### config.mk
export PLATFORM = sky130hd
export DESIGN_NAME = wpt_comparator
export DESIGN_NICKNAME = d
export VERILOG_FILES = /design/src/rtl/wpt_pkg.sv /design/src/rtl/wpt_regs.sv /design/src/rtl/wpt_func_decode.sv /design/src/rtl/wpt_mask_match.sv /design/src/rtl/wpt_comparator.sv
export SDC_FILE = /design/constraint.sdc
export NUM_CORES = 1
export LEC_CHECK = 0
export BUFFER_PORTS_ARGS = -buffer_cell sky130_fd_sc_hd__buf_2
export CORE_UTILIZATION = 52
export CTS_CLUSTER_SIZE = 20
export DETAILED_ROUTE_END_ITERATION = 10
export GPL_ROUTABILITY_DRIVEN = 0
export PLACE_DENSITY = 0.88
export SKIP_LAST_GASP = 1
export SLEW_MARGIN = 20
export SYNTH_ARGS = -nofsm -noshare
export SYNTH_HDL_FRONTEND = slang
export SYNTH_HIERARCHICAL = 1
export SYNTH_SLANG_ARGS = --single-unit
### constraint.sdc
create_clock -name clk -period 7.2 [get_ports clk]
set_input_delay 0.72 -clock clk [delete_from_list [all_inputs] [get_ports clk]]
set_output_delay 0.72 -clock clk [all_outputs]
set_load 0.01 [all_outputs]
### src/rtl/wpt_pkg.sv
package wpt_pkg;

   localparam int REG_W    = 32;
   localparam int FLAG_BIT = 24;
   localparam int CYCM_BIT = 7;

   localparam logic [1:0] SEL_REF  = 2'd0;
   localparam logic [1:0] SEL_IGN  = 2'd1;
   localparam logic [1:0] SEL_FUNC = 2'd2;

   typedef enum logic [1:0] {
      SRC_NONE = 2'd0,
      SRC_PC   = 2'd1,
      SRC_DATA = 2'd2
   } src_e;

   typedef enum logic [1:0] {
      ACT_NONE   = 2'd0,
      ACT_HALT   = 2'd1,
      ACT_TRIG   = 2'd2,
      ACT_SAMPLE = 2'd3
   } act_e;

   typedef struct packed {
      src_e src;
      act_e act;
      logic on_rd;
      logic on_wr;
      logic pc_smp;
      logic dat_smp;
   } fdec_t;

endpackage

### src/rtl/wpt_regs.sv
module wpt_regs
   import wpt_pkg::*;
#(
   parameter int AW    = 32,
   parameter int MASKW = 4
) (
   input  logic              clk,
   input  logic              rst_n,
   input  logic              cfg_we,
   input  logic              cfg_re,
   input  logic [1:0]        cfg_sel,
   input  logic [REG_W-1:0]  cfg_wdata,
   input  logic              hit,
   output logic [AW-1:0]     ref_q,
   output logic [MASKW-1:0]  ign_q,
   output logic [3:0]        code_q,
   output logic              cycm_q,
   output logic              flag_q,
   output logic [REG_W-1:0]  cfg_rdata
);

   logic rd_func;
   logic wdata_unused;

   assign rd_func      = cfg_re && (cfg_sel == SEL_FUNC);
   assign wdata_unused = ^cfg_wdata;

   always_ff @(posedge clk or negedge rst_n) begin
      if (!rst_n) begin
         ref_q  <= '0;
         ign_q  <= '0;
         code_q <= '0;
         cycm_q <= 1'b0;
      end else if (cfg_we) begin
         case (cfg_sel)
            SEL_REF:  ref_q <= cfg_wdata[AW-1:0];
            SEL_IGN:  ign_q <= cfg_wdata[MASKW-1:0];
            SEL_FUNC: begin
               code_q <= cfg_wdata[3:0];
               cycm_q <= cfg_wdata[CYCM_BIT];
            end
            default: ;
         endcase
      end
   end

   // a new match outranks the clear of a concurrent read
   always_ff @(posedge clk or negedge rst_n) begin
      if (!rst_n)       flag_q <= 1'b0;
      else if (hit)     flag_q <= 1'b1;
      else if (rd_func) flag_q <= 1'b0;
   end

   always_comb begin
      cfg_rdata = '0;
      case (cfg_sel)
         SEL_REF:  cfg_rdata = REG_W'(ref_q);
         SEL_IGN:  cfg_rdata = REG_W'(ign_q);
         SEL_FUNC: begin
            cfg_rdata[3:0]      = code_q;
            cfg_rdata[CYCM_BIT] = cycm_q;
            cfg_rdata[FLAG_BIT] = flag_q;
         end
         default: cfg_rdata = '0;
      endcase
   end

endmodule

### src/rtl/wpt_func_decode.sv
module wpt_func_decode
   import wpt_pkg::*;
(
   input  logic [3:0] code,
   output fdec_t      dec
);

   always_comb begin
      dec = '{src: SRC_NONE, act: ACT_NONE, on_rd: 1'b0, on_wr: 1'b0,
              pc_smp: 1'b0, dat_smp: 1'b0};
      case (code[3:2])
         2'b01, 2'b10: begin
            dec.act   = (code[3:2] == 2'b01) ? ACT_HALT : ACT_TRIG;
            dec.src   = (code[1:0] == 2'b00) ? SRC_PC : SRC_DATA;
            dec.on_rd = code[0];
            dec.on_wr = code[1];
         end
         2'b00: begin
            if (code[1:0] != 2'b00) begin
               dec.act = ACT_SAMPLE;
               if (code[1:0] == 2'b01) begin
                  dec.src    = SRC_PC;
                  dec.pc_smp = 1'b1;
               end else begin
                  dec.src     = SRC_DATA;
                  dec.on_rd   = 1'b1;
                  dec.on_wr   = 1'b1;
                  dec.dat_smp = 1'b1;
                  dec.pc_smp  = code[0];
               end
            end
         end
         default: begin
            dec.act     = ACT_SAMPLE;
            dec.src     = SRC_DATA;
            dec.on_rd   = ~code[0];
            dec.on_wr   = code[0];
            dec.dat_smp = 1'b1;
            dec.pc_smp  = code[1];
         end
      endcase
   end

endmodule

### src/rtl/wpt_mask_match.sv
module wpt_mask_match #(
   parameter int AW         = 32,
   parameter int MASKW      = 4,
   parameter bit SPAN_AWARE = 1'b0
) (
   input  logic [AW-1:0]    addr,
   input  logic [AW-1:0]    ref_val,
   input  logic [MASKW-1:0] ign,
   input  logic [1:0]       size,
   output logic             hit
);

   logic [MASKW-1:0] eff;
   logic [AW-1:0]    keep;

   generate
      if (SPAN_AWARE) begin : g_span
         logic [MASKW-1:0] span_lg;
         always_comb begin
            case (size)
               2'd0:    span_lg = MASKW'(0);
               2'd1:    span_lg = MASKW'(1);
               default: span_lg = MASKW'(2);
            endcase
            eff = (ign > span_lg) ? ign : span_lg;
         end
      end else begin : g_plain
         logic size_unused;
         assign size_unused = ^size;
         assign eff = ign;
      end
   endgenerate

   assign keep = {AW{1'b1}} << eff;
   assign hit  = ((addr ^ ref_val) & keep) == '0;

endmodule

### src/rtl/wpt_comparator.sv
module wpt_comparator
   import wpt_pkg::*;
#(
   parameter int AW    = 32,
   parameter int MASKW = 4
) (
   input  logic              clk,
   input  logic              rst_n,
   input  logic              cfg_we,
   input  logic              cfg_re,
   input  logic [1:0]        cfg_sel,
   input  logic [31:0]       cfg_wdata,
   output logic [31:0]       cfg_rdata,
   input  logic              if_valid,
   input  logic [AW-1:0]     if_addr,
   input  logic              bus_valid,
   input  logic [AW-1:0]     bus_addr,
   input  logic              bus_write,
   input  logic [1:0]        bus_size,
   input  logic              bus_fault,
   input  logic              bus_first,
   input  logic [AW-1:0]     cycle_count,
   output logic              halt_o,
   output logic              trig_o,
   output logic              pc_sample_o,
   output logic              data_sample_o
);

   localparam int MAX_IGN = (1 << MASKW) - 1;

   if (AW < 8 || AW > REG_W) begin : g_bad_aw
      $error("wpt_comparator: AW must lie in 8..32");
   end
   if (MAX_IGN >= AW) begin : g_bad_maskw
      $error("wpt_comparator: MASKW allows ignoring every address bit");
   end

   logic [AW-1:0]    ref_q;
   logic [MASKW-1:0] ign_q;
   logic [3:0]       fcode;
   logic             cycm;
   logic             flag;
   fdec_t            fd;
   logic             pc_m, bus_m, cyc_m;
   logic             pc_hit, d_hit, dir_ok, hit;
   logic             halt_d, trig_d, pcs_d, dts_d;

   wpt_regs #(.AW(AW), .MASKW(MASKW)) u_regs (
      .clk(clk), .rst_n(rst_n), .cfg_we(cfg_we), .cfg_re(cfg_re),
      .cfg_sel(cfg_sel), .cfg_wdata(cfg_wdata), .hit(hit),
      .ref_q(ref_q), .ign_q(ign_q), .code_q(fcode), .cycm_q(cycm),
      .flag_q(flag), .cfg_rdata(cfg_rdata)
   );

   wpt_func_decode u_dec (.code(fcode), .dec(fd));

   wpt_mask_match #(.AW(AW), .MASKW(MASKW), .SPAN_AWARE(1'b0)) u_pc_cmp (
      .addr(if_addr), .ref_val(ref_q), .ign(ign_q), .size(2'd0), .hit(pc_m)
   );
   wpt_mask_match #(.AW(AW), .MASKW(MASKW), .SPAN_AWARE(1'b1)) u_bus_cmp (
      .addr(bus_addr), .ref_val(ref_q), .ign(ign_q), .size(bus_size), .hit(bus_m)
   );
   wpt_mask_match #(.AW(AW), .MASKW(MASKW), .SPAN_AWARE(1'b0)) u_cyc_cmp (
      .addr(cycle_count), .ref_val(ref_q), .ign(ign_q), .size(2'd0), .hit(cyc_m)
   );

   always_comb begin
      pc_hit = cycm ? cyc_m : (if_valid && pc_m);
      dir_ok = bus_write ? fd.on_wr : fd.on_rd;
      d_hit  = !cycm && bus_valid && bus_m && dir_ok;
      hit    = ((fd.src == SRC_PC) && pc_hit) || ((fd.src == SRC_DATA) && d_hit);
      halt_d = hit && (fd.act == ACT_HALT);
      trig_d = hit && (fd.act == ACT_TRIG);
      pcs_d  = hit && (fd.act == ACT_SAMPLE) && fd.pc_smp &&
               ((fd.src == SRC_PC) || bus_first);
      dts_d  = hit && (fd.act == ACT_SAMPLE) && fd.dat_smp && !bus_fault;
   end

   always_ff @(posedge clk or negedge rst_n) begin
      if (!rst_n) begin
         halt_o        <= 1'b0;
         trig_o        <= 1'b0;
         pc_sample_o   <= 1'b0;
         data_sample_o <= 1'b0;
      end else begin
         halt_o        <= halt_d;
         trig_o        <= trig_d;
         pc_sample_o   <= pcs_d;
         data_sample_o <= dts_d;
      end
   end

endmodule

### Word level (Yosys, flattened, before mapping)

Index checks and enable logic that the tools add are counted.

| cells by class | value |
|---|---|
| add/sub/neg operators | 0 |
| $mul | 0 |
| divide/modulo/power cells | 0 |
| magnitude comparators | 1 |
| equality and inequality tests | 11 |
| shifts and indexed selects | 2 |
| mux-type cells | 21 |
| bitwise logic cells | 7 |
| reductions and logical operators | 31 |

Operators by type and width:

| cell | number |
|---|---|
| $and 32x32->32 | 3 |
| $logic_not 32->1 | 3 |
| $xor 32x32->32 | 3 |
| $shl 32x4->32 const A | 2 |
| $mux 16 | 1 |
| $logic_and 1x1->1 | 14 |
| $eq 2x1->1 const B | 6 |
| $pmux 4 s3 | 1 |
| $pmux 6 s2 | 1 |
| $eq 2x2->1 const B | 5 |
| $logic_not 2->1 | 4 |
| $mux 2 | 4 |
| $mux 8 | 1 |
| $pmux 2 s2 | 2 |
| $mux 7 | 1 |
| $mux 1 | 6 |
| $reduce_and 2->1 | 3 |
| $gt 4x2->1 | 1 |
| $mux 4 | 1 |
| $pmux 1 s2 | 2 |
| $reduce_bool 2->1 | 2 |
| $mux 3 | 1 |
| $logic_not 1->1 | 2 |
| $logic_or 1x1->1 | 2 |
| 2 further kinds | 2 |

| word-level totals | value |
|---|---|
| bits in registers | 46 |
| bits in latches | 0 |
| memory bits (writable) | 0 |
| ROM bits | 0 |
| bits of input ports | 141 |
| output and inout bits | 36 |
| logic and storage cells | 82 |
| memories kept | 0 |

### Depth between registers and ports, before layout

Gate-level depths: netlist (run 1).

| depth | value |
|---|---|
| word-level depth | 14 |
| depth in mapped cells | 12 |

### By module

The synthesis (run 1) kept the hierarchy.

Modules (own cells, without submodules):

| module | times used | cells an instance | area each (µm²) | sequential area each (µm²) |
|---|---|---|---|---|
| wpt_regs | 1 | 135 | 1884.3 | 1051.0 |
| wpt_mask_match (u_cyc_cmp ...) | 2 | 64 | 486.7 | 0.0 |
| wpt_mask_match (u_bus_cmp) | 1 | 80 | 584.3 | 0.0 |
| wpt_comparator | 1 | 21 | 216.5 | 100.1 |
| wpt_func_decode | 1 | 25 | 148.9 | 0.0 |

### Worst setup path before layout (run 1)

No wires, ideal clock.

| path | value |
|---|---|
| path kind | input-to-reg |
| start point | input bus_size[0] |
| end point | register u_regs.flag_q |
| arrival time | 2.668 ns |
| setup slack | 4.414 ns |
| cell stages on the path | 12 |
| buffers on the path | 0 |
| path through | nor2b_1 > ha_1 > nand2_1 > o22a_2 > mux2_4 > or3_1 > a41oi_1 > nor3_1 > nand4b_1 > or3_4 > nand2_1 > a21o_1 |

| between the ends | value |
|---|---|
| longest elaborated chain between the ends | 12 |

RTL lines:

| item | RTL line | RTL |
|---|---|---|
| from (decl) | wpt_comparator.sv:19 | `input logic [1:0] bus_size,` |
| $eq 2x1->1 or $logic_not 2->1 (tied branches) | wpt_mask_match.sv:20 | `case (size)` |
| $pmux 2 s2 (*) | wpt_mask_match.sv:20 |  |
| $gt 4x2->1 | wpt_mask_match.sv:25 | `eff = (ign > span_lg) ? ign : span_lg;` |
| $mux 4 (*) | wpt_mask_match.sv:25 |  |
| $shl 32x4->32 (*) | wpt_mask_match.sv:34 | `assign keep = {AW{1'b1}} << eff;` |
| $and 32x32->32 (*) | wpt_mask_match.sv:35 | `assign hit = ((addr ^ ref_val) & keep) == '0;` |
| $logic_not 32->1 (*) | wpt_mask_match.sv:35 |  |
| named net bus_m | wpt_comparator.sv:44 | `logic pc_m, bus_m, cyc_m;` |
| $logic_and 1x1->1 (*) (2 in a row) | wpt_comparator.sv:70 | `d_hit = !cycm && bus_valid && bus_m && dir_ok;` |
| $logic_and 1x1->1 (*) | wpt_comparator.sv:71 | `hit = ((fd.src == SRC_PC) && pc_hit) \|\| ((fd.src == SRC_DATA) && d_hit);` |
| $logic_or 1x1->1 (*) | wpt_comparator.sv:71 |  |
| named net hit | wpt_comparator.sv:45 | `logic pc_hit, d_hit, dir_ok, hit;` |
| $mux 1 or $reduce_bool 2->1 (tied branches) | - |  |
| to (signal assigned) | wpt_regs.sv:49 | `if (!rst_n) flag_q <= 1'b0;` |
| to (signal assigned) | wpt_regs.sv:50 | `else if (hit) flag_q <= 1'b1;` |
| to (signal assigned) | wpt_regs.sv:51 | `else if (rd_func) flag_q <= 1'b0;` |
| to (decl) | wpt_regs.sv:18 | `output logic flag_q,` |

The timed path passes the listed nets; every way through them passes the cells marked *.
A chain may end at the register's enable or synchronous reset.

### Worst setup path after layout (run 1)

| path | value |
|---|---|
| start point | register u_regs.ign_q[0] |
| end point | register u_regs.flag_q |

| between the ends | value |
|---|---|
| longest elaborated chain between the ends | 10 |

RTL lines:

| item | RTL line | RTL |
|---|---|---|
| from (decl) | wpt_regs.sv:15 | `output logic [MASKW-1:0] ign_q,` |
| from (signal assigned) | wpt_regs.sv:37 | `SEL_IGN: ign_q <= cfg_wdata[MASKW-1:0];` |
| $gt 4x2->1 | wpt_mask_match.sv:25 |  |
| $mux 4 (*) | wpt_mask_match.sv:25 |  |
| $shl 32x4->32 (*) | wpt_mask_match.sv:34 |  |
| $and 32x32->32 (*) | wpt_mask_match.sv:35 |  |
| $logic_not 32->1 (*) | wpt_mask_match.sv:35 |  |
| named net bus_m | wpt_comparator.sv:44 |  |
| $logic_and 1x1->1 (*) (2 in a row) | wpt_comparator.sv:70 |  |
| $logic_and 1x1->1 (*) | wpt_comparator.sv:71 |  |
| $logic_or 1x1->1 (*) | wpt_comparator.sv:71 |  |
| named net hit | wpt_comparator.sv:45 |  |
| $mux 1 or $reduce_bool 2->1 (tied branches) | - |  |

Marked as above.

==> summary by stage, run 1 <==
Global routing
For this run, global-route usage on met3 was measured as 5.69%. The residual overflow from global routing is 0. The first global-routing pass estimated 17400 microns of wire. met2 is the most crowded layer. The maximum number of pins on one net before global-route repair is 47. The global-route met2 utilization is 50.2%. The global routing met1 resource utilization is 38.4%.

The via count of the first global-routing pass is 3541. The number of antenna violations at the first check in global routing is 0. The aggregate global-route resource usage is 29.9%.

Finish
The share of cells above drive strength 1 is 43.3%. The leading cell type in the layout, fill and taps excluded is sky130_fd_sc_hd__buf_2. The diode insertion count for antenna repair is 0.

The top cell types in the final layout, fill and taps aside, are sky130_fd_sc_hd__buf_2 (175), sky130_fd_sc_hd__xnor2_1 (82), sky130_fd_sc_hd__dfrtp_1 (46). The net count reported at finish is 706. The layout overhead on the synthesized area is 26.9%. Summing all non-filler instances in the final layout gives an area of 0.00483 sq mm.

Power
The sum of internal, switching and leakage power is 0.000981 W. The peak ir drop on the vdd network is 0.129 mV. The switching power as a share of total power is 39.4%.

Per report_power, the combinational group accounts for 43.1% of the total. The clock network fraction of total power is 15.5%. The total power per unit cell area is 203 mW/mm^2. The total net switching power is 0.000386 W. The internal cell power is 0.000595 W. The proportion of power drawn by flip-flops and latches is 41.4%. Summed over all cells, the static leakage comes to 2.18 nW.

Timing
The worst clock skew is 0.00824 ns. Setup repair after global routing left no endpoint under its margin. The tightest hold path in the finished design has a slack of 0.419 ns. The final worst-path cycle share is 43.0%. Setup violations remaining at the end of the flow were counted as 0. The normalized max-slew margin is 39.0%. For the pin with the worst max-slew slack, the measured transition is 0.914 ns. The total count of max-transition violations in the final report is 0. The final number of hold-violating endpoints is 0. Counting I/O delays and the setup requirement, the final critical path takes 3.10 ns. The achievable clock frequency is 323 MHz.

The aggregate negative setup slack is 0 ns.

Die
Once the floorplan was initialized, standard cells occupied 54.8% of the core. The floorplan step set the die width to 87.5 microns. The row count is 30. The die is 87.5 microns tall. The area of the die is 0.00766 sq mm. In this run the standard cell core region covers 0.00694 sq mm. 177 I/O pins were placed.

Worst setup path
Of all nets on the critical path, the largest fanout is 21. The worst register-to-register path begins at u_regs/ign_q[0]. The worst setup path is captured at a flop. The most critical setup path has its startpoint at u_regs/ign_q[0].

The reg-to-reg endpoint is u_regs/flag_q. At the worst endpoint, the required time is 7.39 ns. The critical path ends at u_regs/flag_q.

The worst setup path category is flop to flop. The arrival time at the worst endpoint is 3.29 ns. The worst setup path is launched from a flop. For flop-to-flop paths, the worst setup slack is 4.10 ns. The count of cells along the worst register-to-register path is 12.

Clocking
The clock buffer count from CTS is 5. After clock tree synthesis, the flow added hold-fix buffers numbering 0. The latest clock arrival within the worst-skew pair is 0.30 ns. The TritonCTS clock tree is yes. In this run the post-CTS setup repair buffer count came out at 0. The count of instances resized after the clock tree is built is 0. CTS placed an instance of sky130_fd_sc_hd__clkbuf_8 at the clock tree root.

The total clock sinks is 46. The CTS H-tree depth is 2. Clock-pin slew was measured on the worst setup and hold paths at 0.09 ns. The clock passes through at most 2 buffers.

Routing
In the final routed layout, each cell accounts on average for 17.4 microns. The number of design rule violations left after detail routing is 0. The total number of vias is 3653. In this run the remaining antenna-violating nets after routing total 0.

After detailed routing, the number of vias per cell comes to 5.56. The routed design has 11400 microns of wire. For this block, the initial DRC count from the detailed router was 248. The detailed-routing iteration count for the pre-antenna-repair pass is 6.

Place
The sum of net half-perimeters after detailed placement is 9030 microns. Buffers placed on the I/O ports in this run total 176. In this run the cell area measured after placement is 0.00475 sq mm.

Synth
In the synthesized netlist, the number of instances is 388. When the netlist entered floorplanning its net count stood at 533. The area of the mapped netlist is 0.00380 sq mm. Yosys printed 6 warnings.

In this run the mean area of a mapped cell was 9.80 sq um.

Status
The run finished with clean final reports.

Job
The max-cap check violation count is 0.

Hold path
The tightest min-delay check is of the primary input to asynchronous set/reset pin type.
-- sequential cells by signal (all words and copies together), names as in the netlist --
name and cells:
u_regs/code_q 4, u_regs/ign_q 4, u_regs/cycm_q 1, u_regs/flag_q 1
halt_o 1, pc_sample_o 1, u_regs/ref_q 32, trig_o 1
data_sample_o 1
-- layer usage --
metal  routed length (microns)  up-vias  part of all wire, %
li1                          -     1724                    -
met1                      4620     1684                   40
met2                      5540      214                   48
met3                       922       31                  8.1
met4                       350        0                  3.1
met5                         0        -                    0
-- how the worst min path moves through the flow --
stage,to,from,cells past startpoint
final,u_regs/ref_q[12],rst_n,1
after global placement,u_regs/flag_q,u_regs/flag_q,1
after floorplan,data_sample_o,rst_n,0
after detailed placement,u_regs/flag_q,u_regs/flag_q,1
after CTS,u_regs/flag_q,u_regs/flag_q,1
after global routing,u_regs/ref_q[12],rst_n,1
-- area by class of cell --
class                   instances  area, sq um
repair buffers                178          898
well taps                      96          120
flip-flops and latches         46         1150
clock buffers                   5         68.8
inverters                       8         30.0
clock inverters                 2         10.0
fillers                       528         2120
multi-input cells             322         2550
-- worst max-delay path, stage by stage, from the launching register on --
cell,delay (ns)
sky130_fd_sc_hd__dfrtp_1,0.81
sky130_fd_sc_hd__inv_1,0.11
sky130_fd_sc_hd__ha_1,0.30
sky130_fd_sc_hd__nand2_1,0.06
sky130_fd_sc_hd__o22a_2,0.25
sky130_fd_sc_hd__mux2_4,0.31
sky130_fd_sc_hd__or3_1,0.34
sky130_fd_sc_hd__a41oi_1,0.19
sky130_fd_sc_hd__nor3_1,0.09
sky130_fd_sc_hd__nand4b_1,0.10
sky130_fd_sc_hd__or3_4,0.14
sky130_fd_sc_hd__nand2_1,0.07
sky130_fd_sc_hd__a21o_1,0.20
-- power groups by stage --
stage          Sequential (W)  Combinational, W  Clock, W
4_1_cts              0.000403          0.000416  0.000156
6_report             0.000406          0.000423  0.000152
3_3_place_gp         0.000404          0.000402         0
2_1_floorplan        0.000374          0.000309         0
3_5_place_dp         0.000408          0.000414         0
5_1_grt              0.000415          0.000459  0.000167
-- stage by stage --
step / std cells / utilization, % / setup WS, ns
detailed placement: 650 / 68.3 / 4.11
global placement: 650 / 68.3 / 4.21
finish: 657 / 69.5 / 4.10
floorplan: 388 / - / 4.41
CTS: 657 / 69.5 / 4.15
global route: 657 / 69.5 / 3.97
Note: power is estimated with default switching activity, not from simulation.
==> inputs of run 2 (changes only) <==
CORE_UTILIZATION = 48   (was 52)
PLACE_DENSITY = 0.82   (was 0.88)
clock period = 3.1 ns   (was 7.2 ns; I/O delays follow)
==> run 2 against run 1 <==
The run now ends with negative hold slack left. Clock-buffer cell count rose by 1. Clock power grew to 3.1 times the previous value. Non-clock buffer count is 4 higher. Global-route usage down 1.9 points. Setup slack got worse by 3.7 ns. Fmax is 15% higher.
==> summary by stage, run 2 (synthesis gave the netlist of run 1 again) <==
Status
The run finished, with violations left. The checks that failed: negative hold slack.

Clocking
The number of buffers on the longest clock path is 2 (unchanged). The clock buffer count from CTS was 5 (unchanged). The CTS H-tree depth came to 2 (unchanged).

The TritonCTS clock tree is yes. The clock-pin slew reported for the worst setup and hold paths after clock tree synthesis was 0.09 ns (about the same). The tree is rooted in a sky130_fd_sc_hd__clkbuf_8.

The total clock sinks was 46 (unchanged). The latest clock arrival within the worst-skew pair is 0.30 ns (about the same). The number of buffers inserted by post-CTS setup repair is 0 (unchanged). The number of buffers inserted for hold repair after clock tree synthesis is 0 (unchanged). The count of instances resized after the clock tree is built is 0 (unchanged).

Routing
The highest layer touched by signal routing is met4. The number of vias per cell after detailed routing is 5.50 (-1.0%). The detailed route wirelength on metal2 is 5740 microns (+3.5%). The number of design rule violations left after detail routing came to 0 (unchanged). The routed length on met3 is 802 microns (-13%).

The routed length on met1 was 4640 microns (+0.56%). The number of nets with antenna violations after detailed routing is 0 (unchanged). The total number of vias is 3671 (+0.49%). The total detailed-routing wirelength was 11500 microns (+0.37%). The number of DRC markers after the initial detailed-route iteration was 232 (-6.5%). The final routed wire length divided by cell count was 17.2 microns (-1.1%).

The detailed-routing iteration count for the pre-antenna-repair pass was 4 (-2).

Worst setup path
The most numerous cell type found on the critical path is sky130_fd_sc_hd__o2111ai_1. The delay contributed by the slowest stage of the critical path is 0.45 ns (-0.36 ns). The maximum fanout along the worst path is 5 (-76%).

The slowest cell on the critical path is sky130_fd_sc_hd__dfrtp_1. The data required time at the worst endpoint came to 3.32 ns (-4.07 ns). The endpoint kind of the worst setup timing path is a flop. The signal on the critical path passes through xor2_1 -> nor4_1 -> o2111ai_1 -> a221oi_1 -> o2111ai_1 -> nor3_1 -> nand4b_1 -> or3_4 -> a21oi_1. The worst setup path category is flop to flop. The kind of cell with the highest combined delay on the critical path is simple AND/OR/NAND/NOR gates. The number of buffer and inverter stages on the critical path is 0 (-1).

STA classifies the critical path startpoint as a flop. The arrival time at the worst endpoint is 2.93 ns (-0.36 ns).

Power
The peak ir drop on the vdd network is 0.244 mV (+90%). The clock network fraction of total power is 19.6% (+4.1 points). The internal cell power is 0.00150 W (+150%). The part of the power in combinational logic is 43.0% (about the same). The proportion of power drawn by flip-flops and latches was 37.4% (-4.0 points). The leakage power is 2.22 nW (+1.7%). The switching power as a share of total power is 37.8% (-1.6 points). The total net switching power is 0.000910 W (+140%).

The total power per unit cell area is 491 mW/mm^2 (+140%).

Die
The number of primary I/O pins is 177 (unchanged). The effective utilization at floorplan came to 49.5% (-5.3 points). The area of the core region is 0.00769 sq mm (+11%). The row count was 32 (+6.7%). The die height is 91.0 microns (+4.0%). The die boundary width is 91.0 microns (+4.0%). The area of the die is 0.00828 sq mm (+8.1%).

Timing
The normalized max-slew margin is 59.4% (+20 points). The final worst-path cycle share came to 87.1% (+44 points). The hold slack came to -0.000132 ns (-0.419 ns). The worst clock skew is 0.00639 ns (-0.00185 ns). The minimum clock period after layout is 2.70 ns (-0.397 ns). Setup repair after global routing left no endpoint under its margin. The aggregate negative setup slack is 0 ns (unchanged).

The total count of max-transition violations in the final report came to 0 (unchanged). The final number of hold-violating endpoints is 1 (+1). The pin slew with the least headroom to its limit is 0.609 ns (-0.305 ns).

The achievable clock frequency was 370 MHz (+15%). The setup violation total in the final timing report is 0 (unchanged).

Finish
The leading cell type in the layout, fill and taps excluded is sky130_fd_sc_hd__buf_2. The net count reported at finish is 710 (+0.57%). The share of cells above drive strength 1 is 43.5% (+0.22 points). The cell area after layout is 0.00491 sq mm (+1.7%). Counting flops per register, the top entry is u_regs/ref_q.

The number of flip-flops under the largest register name is 32 (unchanged). In the layout the commonest cells are sky130_fd_sc_hd__buf_2 (175), sky130_fd_sc_hd__xnor2_1 (82), sky130_fd_sc_hd__dfrtp_1 (46). The largest registers in the layout are u_regs/ref_q (32), u_regs/code_q (4), u_regs/ign_q (4). The share of the core filled with cells in the final layout was 63.9% (-5.7 points). The number of filler instances in the final layout is 656 (+24%). The diode insertion count for antenna repair is 0 (unchanged).

The layout overhead on the synthesized area is 29.0%.

Place
The sum of net half-perimeters after detailed placement is 9130 microns (+1.1%). The total placed instance area is 0.00479 sq mm (+1.0%). The number of port buffers is 176 (unchanged).

Global routing
The number of antenna violations at the first check in global routing is 0 (unchanged). The via count of the first global-routing pass is 3668 (+3.6%). The global-route wire length before repair is 18200 microns (+4.9%). The maximum number of pins on one net before global-route repair is 47 (unchanged).

The residual overflow from global routing came to 0 (unchanged). The aggregate global-route resource usage is 28.0% (-1.9 points).

Job
The max-cap check violation count is 0 (unchanged).

Hold path
The tightest min-delay check is of the primary input to asynchronous set/reset pin type.
-- run 2: changes by cell type in the layout (fill, tap and decap cells not counted) --
cell                        before  now
sky130_fd_sc_hd__clkinv_2        2    0
sky130_fd_sc_hd__buf_12          0    1
sky130_fd_sc_hd__buf_4           3    6
sky130_fd_sc_hd__nor2_2          1    0
sky130_fd_sc_hd__clkbuf_8        5    6
sky130_fd_sc_hd__nor2_1         16   17
sky130_fd_sc_hd__bufinv_16       0    1
-- run 2: routing by layer --
layer / vias up / track usage, %
li1: 1737 / -
met1: 1753 / 34.4
met2: 159 / 48.9
met3: 22 / 5.53
met4: 0 / 9.26
met5: - / 0
-- run 2: cell type report --
class	instances	area, sq um	area share, %
Multi-Input combinational cell	322	2550	51.9
Sequential cell	46	1150	23.5
Timing Repair Buffer	182	941	19.2
Clock inverter	1	30.0	0.612
Clock buffer	6	82.6	1.68
Tap cell	102	128	2.60
Inverter	8	30.0	0.612
-- run 2: power groups by stage --
stage	combinational (W)	sequential [W]	clock [W]
3_3_place_gp	0.000992	0.000899	0
4_1_cts	0.00103	0.000899	0.000475
3_5_place_dp	0.00102	0.000910	0
5_1_grt	0.00113	0.000919	0.000497
2_1_floorplan	0.000718	0.000868	0
6_report	0.00104	0.000900	0.000473
-- run 2: path summary, 6_finish.rpt --
kind	start	end	slack [ns]	cells past startpoint
setup reg to reg	u_regs/ref_q[25]	halt_o	0.40	9
min in group clk	cfg_wdata[4]	u_regs/ref_q[4]	0.23	2
hold reg to reg	u_regs/flag_q	u_regs/flag_q	0.56	1
hold / removal	rst_n	u_regs/ref_q[4]	-0.0001	1
max in group asynchronous	rst_n	u_regs/ref_q[9]	2.68	1
setup / recovery	u_regs/ref_q[25]	halt_o	0.40	9
-- run 2: per-stage QoR --
stage               total power [W]  setup slack, ns  cells  hold WS [ns]
finish                      0.00241            0.399    667     -0.000132
floorplan                   0.00159            0.424    388        0.0144
CTS                         0.00240            0.396    667         0.229
global route                0.00255            0.178    667        0.0578
global placement            0.00189            0.509    660         0.530
detailed placement          0.00193            0.418    660         0.538
==> inputs of run 3 (changes only) <==
BUFFER_PORTS_ARGS = -buffer_cell sky130_fd_sc_hd__buf_4   (was -buffer_cell sky130_fd_sc_hd__buf_2)
==> run 3 against run 2 <==
Largest power group unchanged. Combinational power grew 6%. Wire length grew 3.7%. Design area grew 8.6%. Via count grew 0.68%. Hold slack gained 0.013 ns. Sequential power grew 0.4%. The flow now finishes without violations. Utilization grew 5.5 points.
==> summary by stage, run 3 (synthesis gave the netlist of run 1 again) <==
Routing
The routed length on met1 is 4600 microns (-0.99%). The routed length on met3 is 969 microns (+21%). The total number of vias is 3696 (+0.68%). The number of DRC markers after the initial detailed-route iteration is 211 (-9.1%). The number of vias per cell after detailed routing came to 5.53 (+0.53%). The number of design rule violations left after detail routing came to 0 (unchanged). The detailed-routing iteration count for the pre-antenna-repair pass is 4 (unchanged).

The highest metal layer carrying signal wires in the routed design is met4. The detailed route wirelength on metal2 came to 6020 microns (+5.0%). The final routed wire length divided by cell count is 17.8 microns (+3.5%). The number of nets with antenna violations after detailed routing is 0 (unchanged). The total detailed-routing wirelength was 11900 microns (+3.7%).

Worst setup path
The worst setup path is captured at a flop. The data required time at the worst endpoint was 3.33 ns (about the same). The worst setup path is of the flop to flop kind.

The arrival time at the worst endpoint came to 3.00 ns (+0.07 ns). The delay contributed by the slowest stage of the critical path came to 0.49 ns (+0.04 ns). STA classifies the critical path startpoint as a flop. The critical path goes through xnor2_1 -> a21oi_1 -> nor4_1 -> o2111ai_1 -> nor3_1 -> nand4b_1 -> or3_4 -> a21oi_1. On the critical path, the stage with the largest delay is an instance of sky130_fd_sc_hd__nor4_1. The most numerous cell type found on the critical path is sky130_fd_sc_hd__a21oi_1. The maximum fanout along the worst path came to 5 (unchanged).

Clocking
The number of buffers inserted for hold repair after clock tree synthesis came to 0 (unchanged). In this run the clock root is driven by a sky130_fd_sc_hd__clkbuf_8. The CTS H-tree depth is 2 (unchanged).

The clock-pin slew reported for the worst setup and hold paths after clock tree synthesis is 0.09 ns (about the same). The count of instances resized after the clock tree is built came to 0 (unchanged). The number of buffers on the longest clock path was 2 (unchanged). The latest clock arrival within the worst-skew pair is 0.30 ns (about the same).

The clock buffer count from CTS is 5 (unchanged). The TritonCTS clock tree is yes. The total clock sinks is 46 (unchanged). The number of buffers inserted by post-CTS setup repair is 0 (unchanged).

Finish
The cell area after layout is 0.00533 sq mm (+8.6%). The leading cell type in the layout, fill and taps excluded is sky130_fd_sc_hd__buf_4. The diode insertion count for antenna repair is 0 (unchanged).

The area growth from synthesis to layout is 40.2%. The share of cells above drive strength 1 came to 43.5% (-0.077 points). In the layout the commonest cells are sky130_fd_sc_hd__buf_4 (182), sky130_fd_sc_hd__xnor2_1 (82), sky130_fd_sc_hd__dfrtp_1 (46). The share of the core filled with cells in the final layout is 69.4% (+5.5 points). The number of flip-flops under the largest register name is 32 (unchanged). The number of filler instances in the final layout is 619 (-5.6%). The register with the most flip-flops is u_regs/ref_q. The largest registers in the layout are u_regs/ref_q (32), u_regs/code_q (4), u_regs/ign_q (4). The net count reported at finish is 710 (unchanged).

Global routing
The aggregate global-route resource usage came to 28.3% (+0.34 points). The residual overflow from global routing is 0 (unchanged). The via count of the first global-routing pass is 3848 (+4.9%). The number of antenna violations at the first check in global routing is 0 (unchanged). The maximum number of pins on one net before global-route repair is 47 (unchanged). The global-route wire length before repair came to 18500 microns (+1.4%).

Die
The die height is 91.0 microns (unchanged). The effective utilization at floorplan is 49.5% (unchanged). The area of the core region is 0.00769 sq mm (unchanged). The row count is 32 (unchanged). The area of the die is 0.00828 sq mm (unchanged). The die boundary width was 91.0 microns (unchanged). The number of primary I/O pins is 177 (unchanged).

Timing
The worst clock skew is 0.00618 ns (-0.000211 ns). The minimum clock period after layout came to 2.77 ns (+0.0734 ns). The final worst slack is 0.326 ns (-0.0734 ns).

The setup violation total in the final timing report is 0 (unchanged). The final number of hold-violating endpoints was 0 (-1). The final worst-path cycle share came to 89.5% (+2.4 points). The pin slew with the least headroom to its limit is 0.616 ns (+0.00643 ns). The total count of max-transition violations in the final report is 0 (unchanged). The aggregate negative setup slack is 0 ns (unchanged). The normalized max-slew margin is 59.0% (-0.43 points).

Setup repair after global routing left no endpoint under its margin. The achievable clock frequency came to 360 MHz (-2.6%).

Hold path
The worst hold path belongs to the class primary input to asynchronous set/reset pin.

Place
The pre-CTS setup slack is 0.429 ns (+0.0106 ns). The number of port buffers is 176 (unchanged). The total placed instance area is 0.00522 sq mm (+8.9%). The sum of net half-perimeters after detailed placement is 9390 microns (+2.9%).

Power
The peak ir drop on the vdd network was 0.265 mV (+8.7%). The sum of internal, switching and leakage power is 0.00246 W (+2.2%). The total power per unit cell area is 462 mW/mm^2 (-5.9%). The leakage power is 2.33 nW (+5.2%).

Job
The max-cap check violation count is 0 (unchanged).

Status
The run finished with clean final reports.
run 3: changes by cell type in the layout (fill, tap and decap cells not counted), sizes merged:
cell / change
clkinvlp: +1
run 3: layer usage:
metal / global-route usage (%) / up-vias
met5: 0 / -
met4: 12.3 / 0
met3: 7.62 / 30
met2: 48.7 / 189
met1: 33.0 / 1750
li1: - / 1727
run 3: final timing paths:
kind / start / endpoint / slack, ns / cells after the start
max in group asynchronous: rst_n / u_regs/ref_q[30] / 2.67 / 1
worst max-delay path: u_regs/ref_q[12] / data_sample_o / 0.33 / 8
worst max register to register: u_regs/ref_q[12] / data_sample_o / 0.33 / 8
min in group clk: cfg_wdata[6] / u_regs/ref_q[6] / 0.24 / 2
worst min-delay path: rst_n / u_regs/ref_q[4] / 0.01 / 1
worst min register to register: u_regs/flag_q / u_regs/flag_q / 0.57 / 1
run 3: final cells by class:
type                            instances  area (sq um)  share of cell area, %
Tap cell                              102           128                   2.39
Clock buffer                            6          72.6                   1.36
Timing Repair Buffer                  182          1370                   25.6
Clock inverter                          2          37.5                  0.704
Multi-Input combinational cell        322          2550                   47.8
Inverter                                8          30.0                  0.563
Sequential cell                        46          1150                   21.6
run 3: power breakdown:
group | internal [W] | total (W) | switching [W]
Clock | 0.000241 | 0.000456 | 0.000215
Combinational | 0.000608 | 0.00110 | 0.000496
Sequential | 0.000700 | 0.000904 | 0.000204
Total | 0.00155 | 0.00246 | 0.000915
run 3: stage by stage:
stage,hold slack (ns),instances
floorplan,0.0144,388
global placement,0.361,660
detailed placement,0.369,660
CTS,0.0358,668
global route,0.0498,668
finish,0.0126,668
run 3: worst max-delay path, delay by kind of cell, from the launching register on:
kind | cells | cell delay, ns
AND/OR/NAND/NOR | 4 | 1.34
flip-flops | 1 | 0.47
AO/OA/AOI/OAI | 3 | 0.52
XOR/XNOR | 1 | 0.38
